<file path="src/rtl/epl_pkg.sv">
package epl_pkg;
  typedef enum logic [1:0] {
    PH_IDLE = 2'd0,
    PH_LEAD = 2'd1,  // reference edge seen first, feedback awaited
    PH_LAG  = 2'd2   // feedback edge seen first, reference awaited
  } ph_state_e;
endpackage

</file>
<file path="src/rtl/epl_edge_sync.sv">
module epl_edge_sync #(
  parameter int STAGES = 2,
  parameter bit RISE   = 1'b1
) (
  input  logic clk,
  input  logic rst_n,
  input  logic d_i,
  output logic edge_o
);
  logic [STAGES:0] pipe_q;
  logic [STAGES:0] pipe_d;

  always_comb pipe_d = {pipe_q[STAGES-1:0], d_i};

  always_ff @(posedge clk or negedge rst_n) begin
    if (!rst_n) pipe_q <= '0;
    else        pipe_q <= pipe_d;
  end

  generate
    if (RISE) begin : g_rise
      assign edge_o = pipe_q[STAGES-1] & ~pipe_q[STAGES];
    end else begin : g_fall
      assign edge_o = ~pipe_q[STAGES-1] & pipe_q[STAGES];
    end
  endgenerate
endmodule

</file>
<file path="src/rtl/epl_phase_cmp.sv">
module epl_phase_cmp
  import epl_pkg::*;
#(
  parameter int CNT_W = 8
) (
  input  logic             clk,
  input  logic             rst_n,
  input  logic             en_i,
  input  logic             ref_fall_i,
  input  logic             fb_rise_i,
  input  logic [CNT_W-1:0] dz_win_i,
  output logic             up_o,
  output logic             dn_o,
  output logic             viol_o
);
  localparam logic [CNT_W-1:0] CNT_MAX = '1;
  localparam logic [CNT_W-1:0] CNT_ONE = CNT_W'(1);

  ph_state_e        state_q, state_d;
  logic [CNT_W-1:0] cnt_q, cnt_d;

  always_comb begin
    state_d = state_q;
    cnt_d   = cnt_q;
    if (!en_i) begin
      state_d = PH_IDLE;
      cnt_d   = '0;
    end else begin
      unique case (state_q)
        PH_IDLE: begin
          cnt_d = '0;
          if (ref_fall_i && !fb_rise_i) begin
            state_d = PH_LEAD;
            cnt_d   = CNT_ONE;
          end else if (fb_rise_i && !ref_fall_i) begin
            state_d = PH_LAG;
            cnt_d   = CNT_ONE;
          end
        end
        PH_LEAD: begin
          if (fb_rise_i) begin
            state_d = PH_IDLE;
            cnt_d   = '0;
          end else if (cnt_q != CNT_MAX) begin
            cnt_d = cnt_q + CNT_ONE;
          end
        end
        PH_LAG: begin
          if (ref_fall_i) begin
            state_d = PH_IDLE;
            cnt_d   = '0;
          end else if (cnt_q != CNT_MAX) begin
            cnt_d = cnt_q + CNT_ONE;
          end
        end
        default: begin
          state_d = PH_IDLE;
          cnt_d   = '0;
        end
      endcase
    end
  end

  always_ff @(posedge clk or negedge rst_n) begin
    if (!rst_n) begin
      state_q <= PH_IDLE;
      cnt_q   <= '0;
    end else begin
      state_q <= state_d;
      cnt_q   <= cnt_d;
    end
  end

  assign up_o   = (state_q == PH_LEAD);
  assign dn_o   = (state_q == PH_LAG);
  assign viol_o = (state_q != PH_IDLE) && (cnt_q > dz_win_i);

  assert_up_dn_exclusive_R5: assert property (@(posedge clk) disable iff (!rst_n)
    !(up_o && dn_o));
  assert_up_needs_ref_edge_R2: assert property (@(posedge clk) disable iff (!rst_n)
    $rose(up_o) |-> $past(ref_fall_i));
  assert_dn_needs_fb_edge_R3: assert property (@(posedge clk) disable iff (!rst_n)
    $rose(dn_o) |-> $past(fb_rise_i));
  assert_disable_idles_R10: assert property (@(posedge clk) disable iff (!rst_n)
    !en_i |=> !(up_o || dn_o));
endmodule

</file>
<file path="src/rtl/epl_lock_qual.sv">
module epl_lock_qual #(
  parameter int LOCK_TICKS = 7
) (
  input  logic clk,
  input  logic rst_n,
  input  logic en_i,
  input  logic tick_i,
  input  logic viol_i,
  output logic locked_o
);
  localparam int            QW     = $clog2(LOCK_TICKS + 1);
  localparam logic [QW-1:0] Q_FULL = QW'(LOCK_TICKS);
  localparam logic [QW-1:0] Q_ONE  = QW'(1);

  logic [QW-1:0] qual_q, qual_d;

  always_comb begin
    qual_d = qual_q;
    if (!en_i || viol_i)                 qual_d = '0;
    else if (tick_i && qual_q != Q_FULL) qual_d = qual_q + Q_ONE;
  end

  always_ff @(posedge clk or negedge rst_n) begin
    if (!rst_n) qual_q <= '0;
    else        qual_q <= qual_d;
  end

  assign locked_o = (qual_q == Q_FULL);

  assert_viol_drops_lock_R7: assert property (@(posedge clk) disable iff (!rst_n)
    viol_i |=> !locked_o);
  assert_lock_rises_on_tick_R6: assert property (@(posedge clk) disable iff (!rst_n)
    $rose(locked_o) |-> $past(tick_i));
  assert_disable_clears_lock_R10: assert property (@(posedge clk) disable iff (!rst_n)
    !en_i |=> !locked_o);
endmodule

</file>
<file path="src/rtl/edge_phase_lock.sv">
module edge_phase_lock #(
  parameter int CNT_W      = 8,
  parameter int SYNC_STG   = 2,
  parameter int LOCK_TICKS = 7
) (
  input  logic             clk,
  input  logic             rst_n,
  input  logic             en,
  input  logic             ref_clk,
  input  logic             fb_pulse,
  input  logic             tick,
  input  logic [CNT_W-1:0] dz_win,
  output logic             up,
  output logic             dn,
  output logic             gain_half,
  output logic             lock_n
);
  logic [1:0] rst_pipe_q;
  logic       arst_n;
  logic       ref_fall, fb_rise, viol, locked;

  always_ff @(posedge clk or negedge rst_n) begin
    if (!rst_n) rst_pipe_q <= '0;
    else        rst_pipe_q <= {rst_pipe_q[0], 1'b1};
  end
  assign arst_n = rst_pipe_q[1];

  epl_edge_sync #(.STAGES(SYNC_STG), .RISE(1'b0)) u_ref_sync (
    .clk(clk), .rst_n(arst_n), .d_i(ref_clk), .edge_o(ref_fall));

  epl_edge_sync #(.STAGES(SYNC_STG), .RISE(1'b1)) u_fb_sync (
    .clk(clk), .rst_n(arst_n), .d_i(fb_pulse), .edge_o(fb_rise));

  epl_phase_cmp #(.CNT_W(CNT_W)) u_cmp (
    .clk(clk), .rst_n(arst_n), .en_i(en), .ref_fall_i(ref_fall),
    .fb_rise_i(fb_rise), .dz_win_i(dz_win), .up_o(up), .dn_o(dn),
    .viol_o(viol));

  epl_lock_qual #(.LOCK_TICKS(LOCK_TICKS)) u_qual (
    .clk(clk), .rst_n(arst_n), .en_i(en), .tick_i(tick),
    .viol_i(viol), .locked_o(locked));

  assign gain_half = locked;
  assign lock_n    = ~locked;
endmodule

</file>
<file path="config.mk">
export PLATFORM = sky130hd
export DESIGN_NAME = edge_phase_lock
export DESIGN_NICKNAME = d
export VERILOG_FILES = /design/src/rtl/epl_pkg.sv /design/src/rtl/epl_edge_sync.sv /design/src/rtl/epl_phase_cmp.sv /design/src/rtl/epl_lock_qual.sv /design/src/rtl/edge_phase_lock.sv
export SDC_FILE = /design/constraint.sdc
export NUM_CORES = 1
export LEC_CHECK = 0
export BUFFER_PORTS_ARGS = -buffer_cell sky130_fd_sc_hd__buf_4
export CORE_MARGIN = 1.5
export CORE_UTILIZATION = 45
export CTS_CLUSTER_SIZE = 20
export DETAILED_ROUTE_END_ITERATION = 7
export PLACE_DENSITY = 0.66
export SKIP_LAST_GASP = 1
export SYNTH_ARGS = -nofsm -noshare
export SYNTH_HDL_FRONTEND = slang
export SYNTH_SLANG_ARGS = --single-unit
</file>
<file path="constraint.sdc">
create_clock -name clk -period 2.03 [get_ports clk]
set_input_delay 0 -clock clk [delete_from_list [all_inputs] [get_ports clk]]
set_output_delay 0 -clock clk [all_outputs]
set_load 0.02 [all_outputs]
</file>
### After elaboration in Yosys (flattened, before gate mapping)

Index checks and enable logic that the tools add are counted.

* register bits after elaboration: 21
* input port bits: 14
* word-level logic and storage cells: 49
* output and inout port bits: 4

* magnitude comparators: 1
* bitwise logic cells: 5
* muxes and demuxes: 15
* eq/ne operators: 8
* add/subtract/negate cells: 2
* reductions and logical operators: 12

Operator list (count)
* 8-bit 2-to-1 mux: 5
* 8-bit one-hot mux with 3 select lines: 1
* 2-bit 2-to-1 mux: 5
* 8-bit by 1-bit adder with 8-bit output, second input constant: 1
* 8-bit > comparator: 1
* 8-bit != test, second input constant: 1
* 3-bit 2-to-1 mux: 2
* 3-bit by 2-bit != test with 1-bit output, second input constant: 2
* 2-bit one-hot mux with 3 select lines: 1
* 1-bit logical AND: 4
* 4-bit by 2-bit != test with 1-bit output, second input constant: 1
* 2-bit nonzero test: 2
* 3-bit by 1-bit adder with 3-bit output, second input constant: 1
* 3-bit equality test, second input constant: 1
* 1-bit zero test: 3
* 3-bit != test, second input constant: 1
* 1-bit NOT: 3
* 3-bit AND reduction: 1
* 1-bit bitwise AND: 2
* 2-bit by 1-bit equality test with 1-bit output, second input constant: 1
* 2-bit equality test, second input constant: 1
* 2-bit zero test: 1
* 1-bit logical OR: 1
* 1-bit 2-to-1 mux: 1

### Longest topological paths before layout

Gate-level depths: netlist of the first run.

* depth in word-level cells: 8
* gate-level depth with buffers: 6
* mapped depth without buffers: 6

### Cells and area by module

From an unflattened synthesis of the first run, not the netlist that was laid out.

* cell total of the unflattened synthesis: 107
* area, all modules: 1192.4 um^2

Modules (own cells, without submodules)
* epl_phase_cmp: area each 794.5 um^2, cells each 82, seq. area each 250.2 um^2, instances 1
* epl_edge_sync: area each 88.8 um^2, cells each 4, seq. area each 75.1 um^2, instances 2
* epl_lock_qual: area each 162.7 um^2, cells each 13, seq. area each 75.1 um^2, instances 1
* edge_phase_lock: area each 57.6 um^2, cells each 4, seq. area each 50.0 um^2, instances 1

### Worst setup path after synthesis of the first run

OpenSTA, ideal clock, no wires.

* path kind: register to register
* start point: register u_fb_sync.pipe_q[2]
* end point: register u_cmp.cnt_q[0]
* setup slack: 0.338 ns
* buffers on the path: 0
* stages on the path, launching flop included: 5
* arrival time: 1.618 ns
* period minus slack after synthesis: 1.692 ns
* library setup time: 0.074 ns
* data required time: 1.956 ns
* cell sequence: dfrtp_1 -> or2b_2 -> ha_1 -> or4b_2 -> o21ai_2

* longest elaborated chain between the ends: 7
* elaborated cells on any way between the ends: 10
* those cells by class: mux (5); bitwise (2); reduce/logical (3)

Ends and longest elaborated chain
* start, declared: line epl_edge_sync.sv:10 `logic [STAGES:0] pipe_q;`
* start signal, assigned: line epl_edge_sync.sv:17 `else pipe_q <= pipe_d;`
* 1-bit NOT *: line epl_edge_sync.sv:22 `assign edge_o = pipe_q[STAGES-1] & ~pipe_q[STAGES];`
* 1-bit bitwise AND *: line epl_edge_sync.sv:22
* 1-bit logical AND or 1-bit zero test (tied branches): line epl_phase_cmp.sv:35, epl_phase_cmp.sv:32
* 1-bit 2-to-1 mux or 1-bit logical AND (tied branches): line epl_phase_cmp.sv:35, epl_phase_cmp.sv:32
* 8-bit 2-to-1 mux: line epl_phase_cmp.sv:32 `if (ref_fall_i && !fb_rise_i) begin`
* 8-bit one-hot mux with 3 select lines *: line epl_phase_cmp.sv:29 `unique case (state_q)`
* 8-bit 2-to-1 mux *: line epl_phase_cmp.sv:25 `if (!en_i) begin`
* via u_cmp.cnt_d[0]: line epl_phase_cmp.sv:20 `logic [CNT_W-1:0] cnt_q, cnt_d;`
* end signal, assigned: line epl_phase_cmp.sv:70 `cnt_q <= cnt_d;`
* end, declared: line epl_phase_cmp.sv:20

The timed path passes the listed nets; every way through them passes the cells marked *.
A chain may end at the register's enable or synchronous reset.

### Worst setup path in the final report of the first run

Same ends and word-level chain as after synthesis.

==> results of run 1 <==
repair_timing:
| action | CTS | global route |
|---|---|---|
| hold buffers | 5 | 0 |
| hold endpoints to repair | 6 | 0 |
| gates resized for setup | 0 | 0 |
per-layer routing:
metal / global-route usage, % / up-vias
li1: - / 442
met1: 20.95 / 415
met2: 28.92 / 19
met3: 4.918 / 0
met4: 2.500 / 0
met5: 0 / -
worst max-delay path: stages, from the launching register on:
cell and delay, ns:
dfrtp_1 0.38, or2b_2 0.32, ha_1 0.32, or4b_2 0.62, o21ai_2 0.07
cell usage in the layout (no fill, tap or decap), types with 2 or more instances in the layout:
master / n
ha_1: 12
dlygate4sd3_1: 5
inv_1: 11
a21oi_1: 6
nor2_1: 7
clkbuf_4: 3
nor3_1: 5
nor3b_1: 2
nand2_1: 6
dfrtp_1: 21
buf_4: 17
mux2i_1: 2
xnor2_1: 2
nand3_1: 4
nor3_4: 2
o21ai_0: 4
nand4_1: 3
a31oi_1: 2
cell type report:
class / count / share of cell area [%]
Multi-Input combinational cell: 78 / 42.31
Timing Repair Buffer: 22 / 12.62
Tap cell: 30 / 2.667
Inverter: 11 / 2.933
Clock buffer: 3 / 1.600
Clock inverter: 1 / 0.5333
Sequential cell: 21 / 37.33
registers in the layout (all words and copies together) (netlist names):
signal and flops:
rst_pipe_q 2, u_cmp.state_q 2, u_cmp.cnt_q 8, u_fb_sync.pipe_q 3, u_qual.qual_q 3, u_ref_sync.pipe_q 3
logic make-up (layout without fill, tap and decap cells):
| logic type | after synthesis | in the layout | share of synthesized area [%] |
|---|---|---|---|
| and+or+nand+nor | 40 | 40 | 22.22 |
| DFF | 21 | 21 | 44.44 |
| AOI/OAI and AO/OA | 20 | 20 | 11.22 |
| adders and majority gates | 12 | 12 | 12.70 |
| buffers and inverters | 12 | 37 | 5.185 |
| xor gates and xnor gates | 3 | 3 | 2.223 |
| muxes | 2 | 2 | 1.693 |
| other | 1 | 1 | 0.3172 |
per-stage QoR:
stage / cells / util, % / hold WS, ns / total power [uW] / setup slack, ns
CTS: 166 / 56.82 / 0.1230 / 781.3 / 0.2514
floorplan: 111 / - / -0.2956 / 530.9 / 0.3377
finish: 166 / 56.82 / 0.1257 / 770.3 / 0.2671
global route: 166 / 56.82 / 0.1444 / 820.7 / 0.1648
detailed placement: 157 / 53.59 / -0.2163 / 570.2 / 0.2728
global placement: 157 / 53.59 / -0.2180 / 563.8 / 0.3178
how the worst min path moves through the flow:
stage                     slack [ns]  start                to
after floorplan                -0.30  rst_n     rst_pipe_q[0]
after global placement         -0.22  rst_n     rst_pipe_q[0]
after detailed placement       -0.22  rst_n     rst_pipe_q[0]
after CTS                       0.12   tick  u_qual.qual_q[0]
after global routing            0.14   tick  u_qual.qual_q[2]
final                           0.13   tick  u_qual.qual_q[0]
power by group through the flow:
stage | sequential (uW) | combinational (uW) | clock (uW)
after floorplan | 459 | 71.9 | 0
after CTS | 458 | 112 | 211
after detailed placement | 466 | 104 | 0
after global routing | 462 | 126 | 233
final | 457 | 112 | 202
after global placement | 464 | 99.6 | 0
==> results.py, run 1 <==
metrics = {
    "run_status": {
        "outcome": "complete, no violations",
    },
    "timing": {
        "maxClockFrequency_mhz": 567.2,
        "clock_skew_ns": 0.003901,
        "maxSlewViolCount": 0,
        "fin_crit_sh_pct": 86.84,
        "slew_headroom_pct": 48.99,
        "setup_viol": 0,
        "min_period_ns": 1.763,
        "hold_viol_final": 0,
        "tns_ns": 0,
        "rsz0062_at_grt": "false",
        "tightest_slew_ns": 0.7652,
    },
    "yosys": {
        "synth_flop_cell": "dfrtp_1",
        "yosysTopAreaCellShare_pct": 44.44,
        "synth_area_leaders": "dfrtp_1, ha_1, inv_1",
        "ys_ff_latch": 21,
        "yosys.cell_types.count": 37,
        "netlist_instances": 111,
        "synth_warnings": 0,
        "yosysMostFrequentCell": "dfrtp_1",
        "seq_area_frac_synth_pct": 44.44,
        "async_flop_share_pct": 100.0,
        "synthTopCellsByCount": "dfrtp_1, ha_1, inv_1",
        "synth_edf_count": 0,
        "yosys.area.top_type": "dfrtp_1",
        "avgSynthCellArea_um2": 10.65,
        "syn-num-nets": 137,
        "syn_area_um2": 1182,
    },
    "clock_tree": {
        "cts_root_buf": "clkbuf_4",
        "h-tree-depth": 1,
        "cts_tree": "built",
        "post_cts_buffers": 0,
        "clock-sinks": 21,
        "cts_max_path_buffers": 2,
        "clkLatencyLatePin_ns": 0.30,
        "clkTransAtPathRegs_ns": 0.12,
        "cts_buffers": 3,
    },
    "finish": {
        "final_nets": 163,
        "final_area_um2": 1408,
        "area_delta_synth_final_pct": 19.05,
        "n_antenna_cell": 0,
        "multi_input_area_um2": 595.6,
        "seqCellArea_um2": 525.5,
        "drive_gt1_share_pct": 25.00,
        "fillers": 228,
    },
    "worst_setup_path": {
        "crit_arrival_ns": 2.01,
        "crit_path_end": "u_cmp.cnt_q[0]",
        "path_max_fanout": 3,
        "timing.critical_path.from": "u_fb_sync.pipe_q[2]",
        "critPathRequiredTime_ns": 2.27,
        "reg2reg_slack_ns": 0.27,
        "r2r_end": "u_cmp.cnt_q[0]",
        "cp-end-kind": "flip-flop",
        "timing.rr.start": "u_fb_sync.pipe_q[2]",
        "r2r_cells": 4,
        "cp-start-kind": "flip-flop",
        "crit_type": "flip-flop to flip-flop",
    },
    "hold_path": {
        "hp-class": "input port to flip-flop",
        "hold_depth": 4,
    },
    "global_route": {
        "grt_use_total_pct": 16.69,
        "grt_pass1_vias": 870,
        "grt_first_pass_wirelength_um": 3581,
        "grt_max_degree": 20,
        "antenna_found_initial": 0,
        "grt.overflow.total": 0,
    },
    "pwr": {
        "p_sw_uw": 198.4,
        "p_sw_share_pct": 25.76,
        "power_density_nw_per_um2": 547.3,
        "p_int_uw": 571.9,
        "power_frac_seq_pct": 59.3,
        "p_comb_share_pct": 14.5,
        "vdd_drop_max_mv": 0.4967,
        "p_leak_uw": 0.0006615,
        "clkPwrFrac_pct": 26.2,
    },
    "die": {
        "start_util_pct": 47.73,
        "core-area_um2": 2477,
        "io_pins": 18,
        "dieWidth_um": 54.26,
        "die_h_um": 54.26,
        "num_rows": 18,
        "die_area_um2": 2944,
    },
    "route": {
        "drc": 0,
        "routed.top_layer": "met3",
        "met3_length_um": 81,
        "wirelength_um": 2032,
        "wl_per_cell_um": 12.24,
        "m1WireLength_um": 950,
        "drtPass1Iterations": 4,
        "wl_met2_um": 1000,
        "ant_nets": 0,
        "vias": 876,
        "viasPerCell": 5.277,
        "drt_iter0_markers": 13,
    },
    "place": {
        "hpwlAfterDp_um": 1632,
        "portBuffers": 17,
        "postPlaceCellArea_um2": 1328,
        "routabilityCongestion": 0.7289,
    },
    "job": {
        "cap_violations": 0,
    },
}
Note: power is estimated with default switching activity, not from simulation.
==> inputs of run 2 (changes only) <==
--- a/config.mk
+++ b/config.mk
@@ -8,6 +8,7 @@
 export BUFFER_PORTS_ARGS = -buffer_cell sky130_fd_sc_hd__buf_4
 export CORE_MARGIN = 1.5
 export CORE_UTILIZATION = 45
+export CTS_BUF_LIST = sky130_fd_sc_hd__clkbuf_8
 export CTS_CLUSTER_SIZE = 20
 export DETAILED_ROUTE_END_ITERATION = 7
 export PLACE_DENSITY = 0.66
==> run 2 against run 1 <==
Compared with the run above: sequential power about the same; critical path depth unchanged; first-iteration DRC count decreased by 38%; hold slack got worse by 0.081 ns; final cell count decreased by 1.2%.
==> results.py, run 2 (same netlist as run 1, synthesis figures left out) <==
metrics = {
    "die": {
        "num_rows": 18,
        "dieWidth_um": 54.26,
        "die_h_um": 54.26,
        "io_pins": 18,
        "start_util_pct": 47.73,
        "core-area_um2": 2477,
        "die_area_um2": 2944,
    },
    "worst_setup_path": {
        "cp-start-kind": "flip-flop",
        "timing.rr.start": "u_fb_sync.pipe_q[2]",
        "critPathRequiredTime_ns": 2.22,
        "crit_arrival_ns": 1.95,
        "reg2reg_slack_ns": 0.27,
        "path_max_fanout": 3,
        "cp-end-kind": "flip-flop",
        "r2r_cells": 4,
        "r2r_end": "u_cmp.cnt_q[0]",
        "crit_type": "flip-flop to flip-flop",
    },
    "finish": {
        "area_delta_synth_final_pct": 18.94,
        "largest_reg_flops": 8,
        "layout_commonest_cell": "dfrtp_1",
        "regMostFlops": "u_cmp.cnt_q",
        "final_nets": 161,
        "final_cell_mix": "dfrtp_1, buf_4, ha_1",
        "drive_gt1_share_pct": 25.37,
        "final_util_pct": 56.77,
        "n_antenna_cell": 0,
        "fillers": 231,
    },
    "place": {
        "hpwlAfterDp_um": 1632,
        "portBuffers": 17,
        "routabilityCongestion": 0.7289,
        "place_ws_ns": 0.2728,
    },
    "route": {
        "drc": 0,
        "wirelength_um": 2049,
        "ant_nets": 0,
        "vias": 863,
        "drtPass1Iterations": 3,
        "drt_iter0_markers": 8,
        "wl_per_cell_um": 12.49,
        "viasPerCell": 5.262,
    },
    "timing": {
        "setup_viol": 0,
        "slew_headroom_pct": 50.03,
        "rsz0062_at_grt": "false",
        "whs_ns": 0.04453,
        "maxClockFrequency_mhz": 569.7,
        "hold_viol_final": 0,
        "tns_ns": 0,
        "fin_crit_sh_pct": 86.47,
        "clock_skew_ns": 0.002889,
        "min_period_ns": 1.755,
        "tightest_slew_ns": 0.7495,
        "fin_ws_ns": 0.2746,
        "maxSlewViolCount": 0,
    },
    "global_route": {
        "grt_first_pass_wirelength_um": 3594,
        "grt_pass1_vias": 888,
        "antenna_found_initial": 0,
        "grt_use_total_pct": 16.98,
        "grt_max_degree": 20,
        "grt.overflow.total": 0,
    },
    "clock_tree": {
        "clkTransAtPathRegs_ns": 0.08,
        "clock-sinks": 21,
        "h-tree-depth": 1,
        "cts_buffers": 3,
        "cts_max_path_buffers": 2,
        "post_cts_resized": 0,
        "cts_tree": "built",
        "clkLatencyLatePin_ns": 0.26,
        "cts_root_buf": "clkbuf_8",
    },
    "hold_path": {
        "hp-start": "en",
        "hold_depth": 2,
        "hp-class": "input port to flip-flop",
        "whs_endpoint": "u_cmp.state_q[0]",
    },
    "job": {
        "cap_violations": 0,
    },
    "run_status": {
        "outcome": "complete, no violations",
    },
    "pwr": {
        "power_density_nw_per_um2": 596.2,
        "vdd_drop_max_mv": 0.6293,
        "p_leak_uw": 0.0006609,
    },
}
==> run 2: layout make-up <==
type	count	area (um2)	share of cell area, %
flip-flops and latches	21	525.5	37.37
multi-input cells	78	595.6	42.35
clock buffers	3	41.29	2.936
clock inverters	1	7.507	0.5338
repair buffers	20	157.7	11.21
inverters	11	41.29	2.936
well taps	30	37.54	2.669
==> run 2: power breakdown <==
part	switching [uW]	internal [uW]
logic	50.0	59.0
clock network	134	138
registers	21.2	436
==> run 2: what timing repair did <==
item	4_1_cts	5_1_grt
hold endpoints to repair	4	0
hold buffers	3	0
buffers inserted	0	0
==> run 2: worst max path at each step <==
stage / endpoint / slack, ns / cells after the start / from
final: u_cmp.cnt_q[0] / 0.27 / 4 / u_fb_sync.pipe_q[2]
after global routing: u_cmp.cnt_q[0] / 0.19 / 4 / u_fb_sync.pipe_q[2]
after CTS: u_cmp.cnt_q[0] / 0.26 / 4 / u_fb_sync.pipe_q[2]
after detailed placement: u_cmp.cnt_q[0] / 0.27 / 4 / u_fb_sync.pipe_q[2]
after global placement: u_cmp.cnt_q[0] / 0.32 / 4 / u_fb_sync.pipe_q[2]
after floorplan: u_cmp.cnt_q[0] / 0.34 / 4 / u_fb_sync.pipe_q[2]
==> run 2: per-layer routing <==
| layer | wire, um | track usage, % | vias to the layer above | part of all wire [%] |
|---|---|---|---|---|
| met2 | 1038 | 29.72 | 14 | 51 |
| met3 | 70 | 4.918 | 2 | 3.4 |
| met5 | 0 | 0 | - | 0 |
| met1 | 928 | 20.25 | 410 | 45 |
| li1 | - | - | 437 | - |
| met4 | 12 | 4.583 | 0 | 0.59 |
==> run 2: stage by stage <==
step	total power, uW	instances	cell area [um2]
2_1_floorplan	530.9	111	1182
3_3_place_gp	563.8	157	1328
3_5_place_dp	570.2	157	1328
4_1_cts	849.3	164	1406
5_1_grt	886.0	164	1406
6_report	838.4	164	1406
==> run 2: worst max-delay path, stage by stage (launching register included) <==
cell	delay (ns)
dfrtp_1	0.36
or2b_2	0.32
ha_1	0.32
or4b_2	0.62
o21ai_2	0.07
==> inputs of run 3 (changes only) <==
--- a/config.mk
+++ b/config.mk
@@ -7,11 +7,11 @@
 export LEC_CHECK = 0
 export BUFFER_PORTS_ARGS = -buffer_cell sky130_fd_sc_hd__buf_4
 export CORE_MARGIN = 1.5
-export CORE_UTILIZATION = 45
+export CORE_UTILIZATION = 55
 export CTS_BUF_LIST = sky130_fd_sc_hd__clkbuf_8
 export CTS_CLUSTER_SIZE = 20
 export DETAILED_ROUTE_END_ITERATION = 7
-export PLACE_DENSITY = 0.66
+export PLACE_DENSITY = 0.78
 export SKIP_LAST_GASP = 1
 export SYNTH_ARGS = -nofsm -noshare
 export SYNTH_HDL_FRONTEND = slang
==> constraint.sdc (replaced) <==
create_clock -name clk -period 2 [get_ports clk]
set_input_delay 0 -clock clk [delete_from_list [all_inputs] [get_ports clk]]
set_output_delay 0 -clock clk [all_outputs]
set_load 0.02 [all_outputs]
==> run 3 against run 2 <==
Compared with the run above: combinational power is essentially flat; worst setup slack lost 0.061 ns; clock-buffer cell count is the same; flip-flop and latch count is the same; first-iteration DRC count shrank 63%; critical path type unchanged.
==> results.py, run 3 (same netlist as run 1, synthesis figures left out) <==
metrics = {
    "timing": {
        "rsz0062_at_grt": "false",
        "maxSlewViolCount": 0,
        "setup_viol": 0,
        "tns_ns": 0,
        "min_period_ns": 1.787,
        "clock_skew_ns": 0.001184,
        "slew_headroom_pct": 50.40,
        "hold_viol_final": 0,
        "fin_crit_sh_pct": 89.33,
        "fin_ws_ns": 0.2133,
        "tightest_slew_ns": 0.7440,
        "maxClockFrequency_mhz": 559.7,
    },
    "worst_setup_path": {
        "cp-start-kind": "flip-flop",
        "path_cells": "or2b_2, ha_1, or4b_2, o21ai_2",
        "crit_path_top_delay_cell": "or4b_2",
        "cp-end-kind": "flip-flop",
        "crit_arrival_ns": 1.99,
        "path_max_fanout": 3,
        "max_stage_delay_ns": 0.64,
        "critPathRequiredTime_ns": 2.20,
        "crit_type": "flip-flop to flip-flop",
    },
    "clock_tree": {
        "clock-sinks": 21,
        "post_cts_buffers": 0,
        "h-tree-depth": 1,
        "cts_max_path_buffers": 2,
        "cts_root_buf": "clkbuf_8",
        "cts_buffers": 3,
        "clkLatencyLatePin_ns": 0.27,
        "cts_tree": "built",
        "clkTransAtPathRegs_ns": 0.08,
    },
    "die": {
        "die_h_um": 49.37,
        "num_rows": 16,
        "die_area_um2": 2437,
        "io_pins": 18,
        "core-area_um2": 2002,
        "dieWidth_um": 49.37,
        "start_util_pct": 59.06,
    },
    "route": {
        "viasPerCell": 5.435,
        "vias": 875,
        "ant_nets": 0,
        "drc": 0,
        "wl_per_cell_um": 12.92,
        "drtPass1Iterations": 4,
        "drt_iter0_markers": 3,
        "wirelength_um": 2080,
    },
    "finish": {
        "layout_commonest_cell": "dfrtp_1",
        "n_antenna_cell": 0,
        "largest_reg_flops": 8,
        "final_util_pct": 69.94,
        "area_delta_synth_final_pct": 18.41,
        "regMostFlops": "u_cmp.cnt_q",
        "final_cell_mix": "dfrtp_1, buf_4, ha_1",
        "final_nets": 161,
        "drive_gt1_share_pct": 25.37,
        "final_area_um2": 1400,
    },
    "global_route": {
        "grt_max_degree": 20,
        "grt_pass1_vias": 859,
        "grt.overflow.total": 0,
        "grt_use_total_pct": 20.08,
        "antenna_found_initial": 0,
        "grt_first_pass_wirelength_um": 3629,
    },
    "place": {
        "postPlaceCellArea_um2": 1324,
        "routabilityCongestion": 0.7763,
        "portBuffers": 17,
        "place_ws_ns": 0.2235,
        "hpwlAfterDp_um": 1577,
    },
    "pwr": {
        "total_power_uw": 856.0,
        "power_density_nw_per_um2": 611.4,
        "vdd_drop_max_mv": 0.5267,
        "p_leak_uw": 0.0006647,
    },
    "job": {
        "cap_violations": 0,
    },
    "run_status": {
        "outcome": "complete, no violations",
    },
    "hold_path": {
        "hp-class": "input port to asynchronous set/reset pin",
    },
}
-- run 3: path summary, 6_finish.rpt --
path	start	to	slack [ns]	depth (start not counted)
setup / recovery	u_fb_sync.pipe_q[1]	u_cmp.cnt_q[0]	0.21	4
hold reg to reg	rst_pipe_q[1]	u_ref_sync.pipe_q[2]	0.31	0
max in group asynchronous	rst_pipe_q[1]	u_cmp.state_q[0]	1.22	0
setup reg to reg	u_fb_sync.pipe_q[1]	u_cmp.cnt_q[0]	0.21	4
hold / removal	rst_n	rst_pipe_q[0]	0.04	2
min in group clk	en	u_cmp.state_q[0]	0.04	2
-- run 3: critical path: cells and delay by family (launching register included) --
| family | cells | cell delay [ns] |
|---|---|---|
| AOI/OAI and AO/OA | 1 | 0.08 |
| adders and majority gates | 1 | 0.31 |
| DFF | 1 | 0.36 |
| and+or+nand+nor | 2 | 0.97 |
-- run 3: area by class of cell --
| type | instances | area (um2) |
|---|---|---|
| multi-input cells | 78 | 595.6 |
| inverters | 11 | 41.29 |
| repair buffers | 20 | 157.7 |
| well taps | 27 | 33.78 |
| clock inverters | 1 | 5.005 |
| fillers | 158 | 601.8 |
| clock buffers | 3 | 41.29 |
| flip-flops and latches | 21 | 525.5 |
-- run 3: power by group --
part	internal, uW	switching [uW]	leakage [uW]	total (uW)
logic	59.7	49.3	0.000368	109
clock network	139	144	0.0000255	284
registers	442	21.1	0.000272	463
-- run 3: timing repair --
item                                   CTS  global route
gates resized for setup                  0             0
endpoints found under the hold margin    4             0
hold buffers                             3             0
-- run 3: metal layers --
layer  track usage, %  share of wire, %
met2            34.68                51
met3            4.294               4.9
met1            23.34                42
met4            10.00               2.2
met5                0                 0
-- run 3: metrics by stage --
stage | hold WS (ns) | cells
6_report | 0.03727 | 161
4_1_cts | 0.02936 | 161
3_3_place_gp | -0.2180 | 154
5_1_grt | 0.03585 | 161
2_1_floorplan | -0.2956 | 111
3_5_place_dp | -0.2169 | 154
